[config.mk]
export PLATFORM = sky130hd
export DESIGN_NAME = spi_byte_master
export DESIGN_NICKNAME = d
export VERILOG_FILES = /design/src/rtl/spi_byte_master.sv
export SDC_FILE = /design/constraint.sdc
export NUM_CORES = 1
export LEC_CHECK = 0
export CAP_MARGIN = 10
export CORE_ASPECT_RATIO = 2
export CORE_MARGIN = 3
export CORE_UTILIZATION = 56
export DETAILED_ROUTE_END_ITERATION = 16
export GPL_ROUTABILITY_DRIVEN = 1
export HOLD_SLACK_MARGIN = 0.1
export PLACE_DENSITY = 0.79
export SYNTH_ARGS = -nofsm -noshare
export SYNTH_HDL_FRONTEND = slang
export SYNTH_SLANG_ARGS = --single-unit
[constraint.sdc]
create_clock -name clk -period 2.28 [get_ports clk]
set_input_delay 0.456 -clock clk [delete_from_list [all_inputs] [get_ports clk]]
set_output_delay 0.456 -clock clk [all_outputs]
set_load 0.005 [all_outputs]
[src/rtl/spi_byte_master.sv]
module spi_byte_master (
  input  logic       clk,
  input  logic       rst_n,
  input  logic       bit_en,
  input  logic       bus_sel,
  input  logic       bus_wr,
  input  logic [1:0] bus_addr,
  input  logic [7:0] bus_wdata,
  output logic [7:0] bus_rdata,
  input  logic       irq_on_done,
  output logic       sclk,
  output logic       mosi,
  input  logic       miso,
  output logic       irq
);
  localparam logic [1:0] A_CTRL = 2'd0;
  localparam logic [1:0] A_TX   = 2'd1;
  localparam logic [1:0] A_RX   = 2'd2;
  localparam int NBITS  = 8;
  localparam int HALVES = 2 * NBITS;
  localparam int HW     = $clog2(HALVES);
  localparam logic [HW-1:0] LAST_HALF = HW'(HALVES - 1);

  logic lsb_first, cpha, cpol, en;
  logic done_f, ovr_f, rxf_f, tx_full, armed, busy, lvl;
  logic [HW-1:0] half;
  logic [NBITS-1:0] tx_buf, tx_sh, rx_sh, rx_buf, rx_nxt;

  logic rd, wr, rd_ctrl, rd_rx, wr_ctrl, wr_tx;
  logic step, leading, last, smp, shf, load, rx_load;

  assign rd      = bus_sel & ~bus_wr;
  assign wr      = bus_sel & bus_wr;
  assign rd_ctrl = rd && bus_addr == A_CTRL;
  assign rd_rx   = rd && bus_addr == A_RX;
  assign wr_ctrl = wr && bus_addr == A_CTRL;
  assign wr_tx   = wr && bus_addr == A_TX && en;

  assign step    = busy & bit_en & en;
  assign leading = ~lvl;
  assign last    = step && half == LAST_HALF;
  assign smp     = step && (leading ^ cpha);
  assign shf     = step && (cpha ? (leading && half != '0) : (!leading && !last));
  assign load    = en && tx_full && (!busy || last);
  assign rx_load = last;

  always_comb begin
    rx_nxt = rx_sh;
    if (smp) rx_nxt = lsb_first ? {miso, rx_sh[NBITS-1:1]} : {rx_sh[NBITS-2:0], miso};
  end

  always_ff @(posedge clk or negedge rst_n) begin
    if (!rst_n) begin
      {lsb_first, cpha, cpol, en} <= '0;
      busy    <= 1'b0;
      lvl     <= 1'b0;
      half    <= '0;
      tx_full <= 1'b0;
      armed   <= 1'b0;
      tx_buf  <= '0;
      tx_sh   <= '0;
      rx_sh   <= '0;
    end else begin
      if (wr_ctrl) {lsb_first, cpha, cpol, en} <= {bus_wdata[7], bus_wdata[2], bus_wdata[1], bus_wdata[0]};
      if (wr_tx) tx_buf <= bus_wdata;
      if (!en) begin
        busy    <= 1'b0;
        lvl     <= 1'b0;
        half    <= '0;
        tx_full <= 1'b0;
        armed   <= 1'b0;
      end else begin
        if (step) begin
          lvl  <= ~lvl;
          half <= half + 1'b1;
        end
        rx_sh <= rx_nxt;
        if (load) begin
          tx_sh <= tx_buf;
          busy  <= 1'b1;
          armed <= 1'b1;
          half  <= '0;
        end else begin
          if (shf) tx_sh <= lsb_first ? (tx_sh >> 1) : (tx_sh << 1);
          if (last) busy <= 1'b0;
        end
        tx_full <= wr_tx | (tx_full & ~load);
      end
    end
  end

  always_ff @(posedge clk or negedge rst_n) begin
    if (!rst_n) begin
      done_f <= 1'b0;
      ovr_f  <= 1'b0;
      rxf_f  <= 1'b0;
      rx_buf <= '0;
    end else begin
      if (last) done_f <= 1'b1;
      else if (rd_ctrl) done_f <= 1'b0;

      if (rx_load && rxf_f && !rd_rx) ovr_f <= 1'b1;
      else if (rd_ctrl) ovr_f <= 1'b0;

      if (rx_load) begin
        rx_buf <= rx_nxt;
        rxf_f  <= 1'b1;
      end else if (rd_rx) begin
        rxf_f <= 1'b0;
      end
    end
  end

  always_comb begin
    case (bus_addr)
      A_CTRL:  bus_rdata = {lsb_first, ovr_f, done_f, ~tx_full, rxf_f, cpha, cpol, en};
      A_RX:    bus_rdata = rx_buf;
      default: bus_rdata = '0;
    endcase
  end

  assign sclk = cpol ^ lvl;
  assign mosi = lsb_first ? tx_sh[0] : tx_sh[NBITS-1];
  assign irq  = en & (irq_on_done ? done_f : (armed & ~tx_full));
endmodule

# Yosys cells after proc, flatten, opt, wreduce, memory -nomap -nowiden
# Index checks and enable logic that the tools add are counted.
# word_totals
wordCells,88
in_bits,17
reg_bits,47
# classes
n_eq_ne,7
muxes,25
n_addsub,1
n_reduce_logical,25
bitwise,14
# op_table
op,count
$mux W8,5
$mux W1,16
$pmux W8 S2,1
$logic_and A1 B1 Y1,14
$mux W4,3
$reduce_bool A2 Y1,4
$and A1 B1 Y1,7
$ne A3 B1 Y1 const B,2
$add A4 B1 Y4 const B,1
$eq A4 B4 Y1 const B,1
$ne A2 B1 Y1 const B,2
$not A1 Y1,4
$reduce_bool A4 Y1,1
$logic_not A1 Y1,3
$eq A2 B1 Y1 const B,1
$eq A2 B2 Y1 const B,1
$logic_not A2 Y1,1
$reduce_and A2 Y1,1
$xor A1 B1 Y1,2
$logic_or A1 B1 Y1,1
$or A1 B1 Y1,1

# Longest topological paths before layout
# depth
word_depth,9
mapped_depth,8

# Least setup slack after synthesis
# OpenSTA, ideal clock, no wires.
# synth_timing
path_type,reg2reg
start,register half[0]
end,register tx_sh[1]
path_slack_ns,0.647
required_time_ns,2.148
arrival_ns,1.501
period_less_slack_ns,1.633
path_stages_with_launch,7
setup_time_ns,0.132
n_path_buf,0
cell_sequence,dfrtp_1 inv_1 ha_1 or3b_4 a22o_2 a21oi_1 o31ai_2
# synth_via
elab_chain_len,8
# synth_lines
item,line_no,source
from (decl),26,logic [HW-1:0] half;
from (signal assigned),75,half <= half + 1'b1;
$eq A4 B4 Y1,41,assign last = step && half == LAST_HALF;
$logic_and A1 B1 Y1,41,
$logic_not A1 Y1,43,assign shf = step && (cpha ? (leading && half != '0) : (!leading && !last));
$logic_and A1 B1 Y1,43,
$mux W1,43,
$logic_and A1 B1 Y1,43,
$reduce_bool A2 Y1 (no source line),n/a,
$reduce_and A2 Y1 (no source line),n/a,
to (signal assigned),79,tx_sh <= tx_buf;
to (signal assigned),84,if (shf) tx_sh <= lsb_first ? (tx_sh >> 1) : (tx_sh << 1);
to (decl),27,"logic [NBITS-1:0] tx_buf, tx_sh, rx_sh, rx_buf, rx_nxt;"
# Parallel ways exist; a longest one is shown, timed or not.
# A chain may end at the register's enable or synchronous reset.

# Final worst setup path
# layout_timing
start,input port bus_addr[1]
end,output port bus_rdata[0]
# layout_via
elab_chain_len,2
# layout_lines
item,line_no,source
from (decl),7,"input logic [1:0] bus_addr,"
$eq A2 B2 Y1 or $logic_not A2 Y1 (tied branches),115,case (bus_addr)
$pmux W8 S2 *,115,
to (decl),9,"output logic [7:0] bus_rdata,"
# Mark *: on every way between the ends. The rest lies on a longest branch, timed or not.

==> impl_metrics.ini <==
[pwr]
p_seq_frac = 0.484
powerDensity_mw_per_mm2 = 720
netSwitchingPower_w = 0.000576
peakVddDrop_v = 0.000660
power_frac_comb = 0.190
finalPower_w = 0.00221
switching_share = 0.261
clock_power_share = 0.326
p_int_w = 0.00163
power.leakage_nw = 1.38

[worst_setup_path]
required_ns = 1.82
start_kind = primary input
worstSetupPathType = primary input to output port
setup.worst_path.end_class = output port
crit_arrival_ns = 1.74
r2r_cells = 6
cp_max_fo = 5

[logic_synthesis]
ys_warn_count = 0
yosysUniqueCellTypes = 38
synth-edff-count = 0
synth-seq-cells = 47
synth-seq-area-share = 0.471
syn-cell-area_mm2 = 0.00249
ys.flop_type = dfrtp_1
synth.net_count = 253
yosysTopAreaCell = dfrtp_1
ys_top_cells_by_area = dfrtp_1 (47%), o31ai_2 (7.0%), mux2i_1 (6.0%)
avgSynthCellArea_um2 = 10.7
yosysTopAreaCellShare = 0.471
synthArstFlopShare = 1.00
syn_inst = 234

[routing]
dr.first_iter.drc_count = 33
detail_route.wirelength_um = 5480
detail_route.vias_per_cell = 5.77
ant_nets = 0
drtPass1Iterations = 4
wl_per_cell_um = 17.0
drc_errors = 0
vias = 1864

[timing]
maxSlewHeadroom = 0.711
setup_slack_ns = 0.0852
fin_crit_sh = 0.963
setup_viol = 0
slew_viol_final = 0
worst_slew_pin_slew_ns = 0.432
holdWs_ns = 0.486
skew_ns = 0.00875
fmax_ghz = 0.456
min_period_ns = 2.19
hold_viol = 0

[finish]
area_delta_synth_final_pct = 23.0
num_antenna_cells = 0
mostFrequentLayoutCell = dfrtp_1
final_cell_mix = dfrtp_1 (47), nor2_1 (36), nand2_1 (27)
drive_gt1_frac = 0.240
finalInstanceArea_mm2 = 0.00307
final_nets = 289
fin_cells = 323

[placed_design]
dp.cells = 313
place_ws_ns = -0.0112
place_congestion = 0.777
portBuffers = 27
placed_area_mm2 = 0.00289
place_hpwl_um = 4090

[die]
num_rows = 33
start_util = 0.592
die_area_mm2 = 0.00534
core_mm2 = 0.00421
die_w_um = 53.2
die_h_um = 100
num_io_pins = 28

[grt]
grt_pass1_wl_um = 9600
grt.overflow.total = 0
antenna_found_initial = 0
grt_util_all_layers = 0.243
grt_pass1_vias = 2018
grt_max_degree = 24

[clocking]
root_buffer = clkbuf_8
clk_path_buf_depth = 2
clock_latency_ns = 0.30
path_clk_slew_ns = 0.08
cts_sinks = 47
h-tree-depth = 2
numCtsBuffers = 5
cts_setup_buffers = 0
cts_tree = done

[min_path]
hold_depth = 2
hp-class = flop to flop

[job]
cap_violations = 0

[outcome]
status = finished clean
## synthesized netlist by cell type (2+ instances only)
library cell	number
buf_4	4
nor2_1	36
nand4_1	2
o31ai_2	14
mux2_2	13
a31oi_1	2
xnor2_1	3
nor2b_1	9
clkbuf_1	2
buf_2	4
and2_2	8
dfrtp_1	47
xor2_1	2
a21oi_1	11
ha_1	2
a2111oi_1	6
inv_1	2
o21ai_0	2
nand2_1	27
mux2i_1	15
buf_6	2
nand3_1	5
## path summary, 6_finish.rpt
kind | from | end | slack, ns
max | bus_addr[1] | bus_rdata[0] | 0.09
min | rx_buf[6]$_DFFE_PN0P_ | rx_buf[6]$_DFFE_PN0P_ | 0.49
max reg2reg | half[0]$_DFFE_PN0P_ | tx_sh[2]$_DFFE_PN0P_ | 0.48
min reg2reg | rx_buf[6]$_DFFE_PN0P_ | rx_buf[6]$_DFFE_PN0P_ | 0.49
max in group asynchronous | rst_n | rxf_f$_DFFE_PN0P_ | 1.15
min in group asynchronous | rst_n | tx_buf[4]$_DFFE_PN0N_ | 0.58
## power groups by stage
stage | clock network [W] | logic, W | registers [W]
6_report | 0.000720 | 0.000419 | 0.00107
5_1_grt | 0.000761 | 0.000466 | 0.00109
4_1_cts | 0.000729 | 0.000424 | 0.00107
3_5_place_dp | 0 | 0.000414 | 0.00109
3_3_place_gp | 0 | 0.000398 | 0.00108
2_1_floorplan | 0 | 0.000295 | 0.00103
## stage by stage
stage / TNS, ns / util
after floorplan: 0 / -
after global placement: 0 / 0.685
after detailed placement: -0.0112 / 0.685
after CTS: 0 / 0.726
after global routing: -0.00134 / 0.729
final: 0 / 0.729
## logic make-up (layout without fill, tap and decap cells)
logic type               count (synthesis)  in the layout  synth area share
AND/OR/NAND/NOR                         98             98             0.199
flip-flops                              47             47             0.471
AO/OA/AOI/OAI                           40             40             0.148
multiplexers                            28             28             0.119
buffers and inverters                   14             51            0.0351
XOR/XNOR                                 5              5            0.0176
adder cells (fa/ha/maj)                  2              2            0.0100
## cell type report
type	count	area [µm²]
timing repair buffer	41	452
sequential	47	1180
inverter	2	7.51
clock inverter	2	60.1
clock buffer	6	72.6
multi-input combinational	173	1240
tap	52	65.1
fill	329	1140
## what timing repair did
action                                 in CTS  in global routing
hold buffers                                1                  0
setup endpoints to repair                   3                  3
cloned                                      1                  0
gates resized for setup                     1                  3
endpoints found under the hold margin      13                  0
## layer usage
| metal | vias up | global-route usage | part of all wire |
|---|---|---|---|
| met4 | 0 | 0.110 | 0.031 |
| met2 | 41 | 0.433 | 0.56 |
| met5 | - | 0 | 0 |
| met1 | 921 | 0.273 | 0.38 |
| li1 | 888 | - | - |
| met3 | 14 | 0.0342 | 0.030 |
## flip-flops by register name, summed over array words and instances, names as in the netlist
| signal | flops |
|---|---|
| armed | 1 |
| busy | 1 |
| cpha | 1 |
| cpol | 1 |
| done_f | 1 |
| en | 1 |
| half | 4 |
| lsb_first | 1 |
| lvl | 1 |
| ovr_f | 1 |
| rx_buf | 8 |
| rx_sh | 8 |
| rxf_f | 1 |
| tx_buf | 8 |
| tx_full | 1 |
| tx_sh | 8 |
## critical path, cell delays in order
cell,delay (ns)
dlygate4sd2_1,0.28
bufbuf_16,0.29
mux2i_1,0.11
nor2_1,0.10
clkdlybuf4s50_1,0.50
(Power assumes the default switching activity.)
